## src/rtl/spi_prog_enable.sv

```systemverilog
module spi_prog_enable #(
  parameter int unsigned CLK_DIV       = 8,
  parameter int unsigned RST_PULSE_CYC = 4,
  parameter int unsigned SETTLE_CYC    = 320000,
  parameter int unsigned MAX_TRIES     = 32,
  parameter logic [7:0]  CMD0          = 8'hAC,
  parameter logic [7:0]  CMD1          = 8'h53,
  parameter logic [7:0]  CMD2          = 8'h00,
  parameter logic [7:0]  CMD3          = 8'h00
) (
  input  logic clk,
  input  logic rst_n,
  input  logic start,
  input  logic miso,
  output logic tgt_rst,
  output logic sck,
  output logic mosi,
  output logic done,
  output logic fail
);

  localparam int unsigned TMAX = (SETTLE_CYC > RST_PULSE_CYC)
                                 ? ((SETTLE_CYC > CLK_DIV) ? SETTLE_CYC : CLK_DIV)
                                 : ((RST_PULSE_CYC > CLK_DIV) ? RST_PULSE_CYC : CLK_DIV);
  localparam int unsigned TW = $clog2(TMAX + 1);
  localparam int unsigned NW = (MAX_TRIES > 1) ? $clog2(MAX_TRIES) : 1;

  typedef enum logic [2:0] {
    S_IDLE, S_PULSE, S_SETTLE, S_LOW, S_HIGH, S_DONE, S_FAIL
  } st_t;

  st_t            state;
  logic [TW-1:0]  tmr;
  logic [2:0]     bitn;
  logic [1:0]     byten;
  logic [NW-1:0]  tries;
  logic [7:0]     sh, rx, nxt_cmd;
  logic           echo_ok;

  wire idle_like = (state == S_IDLE) || (state == S_DONE) || (state == S_FAIL);
  wire half_end  = (tmr == TW'(CLK_DIV - 1));

  always_comb
    case (byten)
      2'd0:    nxt_cmd = CMD1;
      2'd1:    nxt_cmd = CMD2;
      default: nxt_cmd = CMD3;
    endcase

  always_ff @(posedge clk or negedge rst_n)
    if (!rst_n) begin
      state   <= S_IDLE;
      tmr     <= '0;
      bitn    <= '0;
      byten   <= '0;
      tries   <= '0;
      sh      <= '0;
      rx      <= '0;
      echo_ok <= 1'b0;
    end else begin
      case (state)
        S_PULSE:
          if (tmr == TW'(RST_PULSE_CYC - 1)) begin
            tmr   <= '0;
            state <= S_SETTLE;
          end else tmr <= tmr + 1'b1;
        S_SETTLE:
          if (tmr == TW'(SETTLE_CYC - 1)) begin
            tmr     <= '0;
            bitn    <= '0;
            byten   <= '0;
            sh      <= CMD0;
            echo_ok <= 1'b0;
            state   <= S_LOW;
          end else tmr <= tmr + 1'b1;
        S_LOW:
          if (half_end) begin
            tmr   <= '0;
            rx    <= {rx[6:0], miso};
            state <= S_HIGH;
          end else tmr <= tmr + 1'b1;
        S_HIGH:
          if (half_end) begin
            tmr <= '0;
            if (bitn != 3'd7) begin
              bitn  <= bitn + 1'b1;
              sh    <= {sh[6:0], 1'b0};
              state <= S_LOW;
            end else begin
              bitn <= '0;
              if (byten == 2'd2) echo_ok <= (rx == CMD1);
              if (byten == 2'd3) begin
                if (echo_ok)                         state <= S_DONE;
                else if (tries == NW'(MAX_TRIES - 1)) state <= S_FAIL;
                else begin
                  tries <= tries + 1'b1;
                  state <= S_PULSE;
                end
              end else begin
                byten <= byten + 1'b1;
                sh    <= nxt_cmd;
                state <= S_LOW;
              end
            end
          end else tmr <= tmr + 1'b1;
        default:
          if (idle_like && start) begin
            tmr   <= '0;
            tries <= '0;
            state <= S_PULSE;
          end
      endcase
    end

  assign tgt_rst = (state == S_PULSE);
  assign sck     = (state == S_HIGH);
  assign mosi    = ((state == S_LOW) || (state == S_HIGH)) && sh[7];
  assign done    = (state == S_DONE);
  assign fail    = (state == S_FAIL);

endmodule


```

## config.mk

```make
export PLATFORM = sky130hd
export DESIGN_NAME = spi_prog_enable
export DESIGN_NICKNAME = d
export VERILOG_FILES = /design/src/rtl/spi_prog_enable.sv
export SDC_FILE = /design/constraint.sdc
export NUM_CORES = 1
export LEC_CHECK = 0
export ABC_AREA = 1
export BUFFER_PORTS_ARGS = -buffer_cell sky130_fd_sc_hd__buf_2
export CORE_AREA = 2 2 95 97
export CTS_BUF_LIST = sky130_fd_sc_hd__clkbuf_4 sky130_fd_sc_hd__clkbuf_8
export CTS_CLUSTER_SIZE = 12
export DETAILED_ROUTE_END_ITERATION = 8
export DIE_AREA = 0 0 97 99
export PLACE_DENSITY_LB_ADDON = 0.2
export SLEW_MARGIN = 20
export SYNTH_ARGS = -nofsm -noshare
export SYNTH_HDL_FRONTEND = slang
export SYNTH_SLANG_ARGS = --single-unit
```

## constraint.sdc

```tcl
create_clock -name clk -period 1.7 [get_ports clk]
set_input_delay 0.34 -clock clk [delete_from_list [all_inputs] [get_ports clk]]
set_output_delay 0.34 -clock clk [all_outputs]
set_load 0.01 [all_outputs]
```

Word-level counts from Yosys, hierarchy flattened. Index checks and enable logic that the tools add are counted.

Logic and storage cells: 100. Flip-flop bits (word level): 49. Latch bits: 0. Memories kept: 0. Input port bits: 4. ROM bits: 0. RAM bits: 0. Output and inout bits: 5.

Bitwise gates (word level): 1. Order comparisons: 0. Equality and inequality tests: 25. Reductions and logical operators: 20. Shift operators: 0. Multiply operators: 0. $add $sub $neg: 4. Div/mod/pow operators: 0. Muxes and demuxes: 42.

Operator list (number): $mux 19 (4); $pmux 19 s3 (1); $mux 3 (12); $mux 8 (4); $mux 5 (6); $add 19x1->19 const B (1); $eq 19x19->1 const B (1); $eq 19x2->1 const B (1); $eq 19x3->1 const B (1); $pmux 8 s2 (1); $reduce_and 5->1 (3); $ne 2x2->1 const B (6); $pmux 3 s4 (1); $pmux 5 s2 (1); $eq 3x3->1 const B (3); $eq 8x7->1 const B (1); $mux 2 (4); $ne 2x1->1 const B (4); $mux 7 (1); $reduce_and 7->1 (1); $eq 3x2->1 const B (2); $ne 3x3->1 const B (2); $pmux 3 s2 (1); $add 5x1->5 const B (1); 21 further kinds (29).

Depth between registers and ports, before layout.
Word-level depth: 7. Mapped depth: 13. Gate-level depth less buffers: 12.

Worst setup path after synthesis. No wires, ideal clock.

Kind: register to register. Start: reg tries[0]. End: reg tries[0]. Arrival time: 1579 ps. Path buffers: 1. Period minus slack after synthesis: 1655 ps. Setup slack: 45 ps. Setup time: 76 ps. Data required time: 1624 ps. Stages on the path, launching flop included: 14. Cell sequence: dfrtp_1 -> ha_1 -> nand2_1 -> nor2_1 -> ha_1 -> inv_1 -> nand2_1 -> nor2_1 -> o21ai_1 -> nor2_1 -> and2_1 -> buf_2 -> nand3_1 -> o21ai_1.

Cells in the longest elaborated chain, start to end: 7. Elaborated cells on any way between the ends: 10. Those cells by class: add/sub (1); eq/ne (2); mux (6); reduce/logical (1).

Ends and longest elaborated chain: from (decl) (RTL line 36) `logic [NW-1:0] tries;`; from (signal assigned) (RTL line 96) `tries <= tries + 1'b1;`; $add 5x1->5 (RTL line 96); $mux 5 (RTL line 94) `else if (tries == NW'(MAX_TRIES - 1)) state <= S_FAIL;`; $mux 5 (RTL line 93) `if (echo_ok) state <= S_DONE;`; $mux 5 (RTL line 92) `if (byten == 2'd3) begin`; $mux 5 (RTL line 85) `if (bitn != 3'd7) begin`; $mux 5 (RTL line 83) `if (half_end) begin`; $pmux 5 s2 (RTL line 61) `case (state)`.

Several ways; a longest one is shown, not always the timed one. The select of a mux whose other input is x is not followed. A chain may end at the register's enable or synchronous reset.

Worst setup path after layout.
Start: reg tries[0]. End: reg tries[4].

The elaborated chain is that of the path after synthesis.

==> results.toml <==
[floorplan]
start_util = 0.343
ios = 9
die_x_um = 97
die-area_um2 = 9600
rows = 34
die_h_um = 99
core_area_um2 = 8550

[critical_path]
r2r_cells = 13
cpMaxStageDelayCell = "dfrtp_1"
path_max_fanout = 5
max_stage_delay_ns = 0.39
path_cells = "ha_2 -> nand2_2 -> nor2_2 -> ha_2 -> inv_2 -> nand2_2 -> nor2_1 -> o21ai_1 -> nor2_1 -> and2_4 -> buf_6 -> nand3_2 -> o21ai_1"
crit_path_end_kind = "flip-flop"
worstReg2RegEnd = "tries[4]"
r2r_setup_slack_ns = 0.01
crit_required_ns = 1.93
regToRegStartpoint = "tries[0]"
arrival_ns = 1.92
crit_type = "reg2reg"
start_kind = "flip-flop"

[worst_hold_path]
hold_path_class = "in2async"

[sta]
fin_crit_sh = 0.992
maxSlewHeadroom = 0.796
grt_setup_unrepaired = "yes"
drv_slew = 0
max_freq_ghz = 0.593
finClkSkew_ns = 0.00754
tightest_slew_ns = 0.303
hold_viol_final = 0
fin_crit_ns = 1.69
timing.hold.ws_ns = 0.0130
setup_violations = 0

[cts]
cts_root_buf = "clkbuf_8"
clockBufferDepth = 2
cts-buffers-inserted = 5
clkTransAtPathRegs_ns = 0.09
cts_tree = "done"
cts_sinks = 49
clock_latency_ns = 0.30
htree_levels = 2

[placed_design]
place_area_um2 = 3410
gp_congestion = 0.797
place_hpwl_um = 4850
io_buffers = 8
dp_cells = 552

[power]
power.density_nw_per_um2 = 1150
ir_worst_vdd_mv = 0.505
leakagePower_nw = 1.86

[final_layout]
fin_area_um2 = 3780
drive_gt1_frac = 0.289
syn_to_final_growth_pct = 28.8
diodes = 0
nNetsFinal = 478
fin_cells = 575

[detailed_routing]
via_per_inst = 4.61
via_count = 2649
ant_nets = 0
dr.pass1.iters = 4
drtIter0Drc = 94
wl_um = 6890
post_drt_wl_per_cell_um = 12.0
remaining_drc_errors = 0

[synth]
syn_avg_cell_area_um2 = 7.34
netlist_area_um2 = 2940
syn_inst = 400
synth-xor-area-share = 0.0388
ys_types = 32
muxShareOfSynthArea = 0.00341
yosys.area_share.simple = 0.354
yosys.area_share.adder = 0.0341
synth-compound-area-share = 0.0686
yosys_warnings = 0
ys_seq_area_frac = 0.418
synth_fp_nets = 412
synth_top_family_by_area = "simple AND/OR/NAND/NOR gates"
ys_ff_latch = 49

[flow_run]
drv_cap = 0

[outcome]
status = "finished, final reports clean"

[grt]
grt_max_degree = 50
grt_pass1_vias = 2613
grt_pass1_wl_um = 11800
antenna_found_initial = 0
gr-total-overflow = 0
grt_use_total = 0.148
==> power by group <==
group          switching (mW)  leakage, nW  internal [mW]
Clock                   0.398       0.0542          0.369
Sequential              0.153        0.659           1.37
Combinational            1.22         1.14          0.817
Total                    1.77         1.86           2.56
==> layout make-up <==
class                           count  area (µm²)
Clock inverter                      1        5.00
Fill cell                         857        4770
Tap cell                          108         135
Clock buffer                        7        96.3
Timing Repair Buffer               66         520
Inverter                           49         186
Multi-Input combinational cell    295        1610
Sequential cell                    49        1230
==> Yosys cell counts <==
master,n,area (µm²)
nor3_1,2,10.0
nand2_2,4,25.0
nand3_2,3,30.0
nor2_8,1,20.0
buf_4,1,7.51
nor3b_1,1,7.51
inv_1,39,146
clkinv_1,1,3.75
or2_1,2,12.5
nor2_1,45,169
dfrtp_1,49,1230
nor2_2,4,25.0
buf_6,3,33.8
mux2i_1,1,10.0
xor2_1,11,96.3
xnor2_1,2,17.5
nand3b_1,1,7.51
o21ai_0,14,70.1
a21oi_1,4,20.0
a21oi_2,1,8.76
and2_1,1,6.26
ha_1,8,100
nand2_4,1,11.3
nand4_1,11,68.8
inv_2,9,33.8
o21bai_1,1,7.51
nor4_1,1,6.26
buf_2,4,20.0
nand2_1,117,439
nor2_4,1,11.3
nand3_1,38,190
o21ai_1,19,95.1
==> sequential cells by signal (all words and copies together), names as in the netlist <==
name,cells
bitn,3
byten,2
echo_ok,1
rx,8
sh,8
state,3
tmr,19
tries,5
==> cell families (layout without fill, tap and decap cells) <==
logic type	after synthesis	in the layout
AND/OR/NAND/NOR	233	234
buffers and inverters	57	123
flip-flops	49	49
AO/OA/AOI/OAI	39	39
XOR/XNOR	13	13
adder cells (fa/ha/maj)	8	8
multiplexers	1	1
==> metal layers <==
layer / share of wire / track usage / up-vias
met5: 0 / 0 / -
met4: 0.016 / 0.0379 / 0
met3: 0.020 / 0.0262 / 11
met2: 0.49 / 0.267 / 24
met1: 0.47 / 0.183 / 1213
li1: - / - / 1401
==> worst max-delay path by stage <==
stage	cells past startpoint	from	end
after floorplan	13	tries[0]	tries[0]
after global placement	13	tries[0]	tries[4]
after detailed placement	13	tries[0]	tries[1]
after CTS	13	tries[1]	tries[4]
after global routing	13	tries[0]	tries[4]
final	13	tries[0]	tries[4]
==> through the flow <==
step	setup WS (ns)	power (mW)	util	setup TNS (ns)
global placement	0.000939	3.18	0.398	0
finish	0.0141	4.33	0.442	0
detailed placement	-0.0479	3.21	0.398	-0.193
CTS	-0.00726	4.08	0.417	-0.0191
global route	-0.0794	4.68	0.442	-0.727
floorplan	0.0446	2.66	-	0
==> cells in the final DEF, fill, tap and decap left out, types with 3 or more instances in the layout <==
cell type and count:
nand2_1 110, buf_4 54, dfrtp_1 46, inv_1 37
nor2_1 34, nand3_1 33, o21ai_1 18, o21ai_0 13
nor2_2 12, xor2_1 11, nand4_1 11, inv_2 10
nand2_2 8, nand3_2 8, clkbuf_8 7, buf_2 6
nor2_4 5, ha_1 5, nand2_4 4, a21oi_1 4
buf_6 4, dfrtp_2 3
==> worst max-delay path: cells and delay by family, from the launching register on <==
family	cells	cell delay, ns
AND/OR/NAND/NOR	7	0.55
buffers and inverters	2	0.17
AO/OA/AOI/OAI	2	0.13
adder cells (fa/ha/maj)	2	0.36
flip-flops	1	0.39
==> timing repair <==
action                     in CTS  in global routing
setup buffers                   4                  9
pin swaps                       8                 16
setup endpoints to repair       9                 48
resized for setup              10                 41
gates cloned                    1                  1
hold buffers                    0                  0
(Power assumes the default switching activity.)
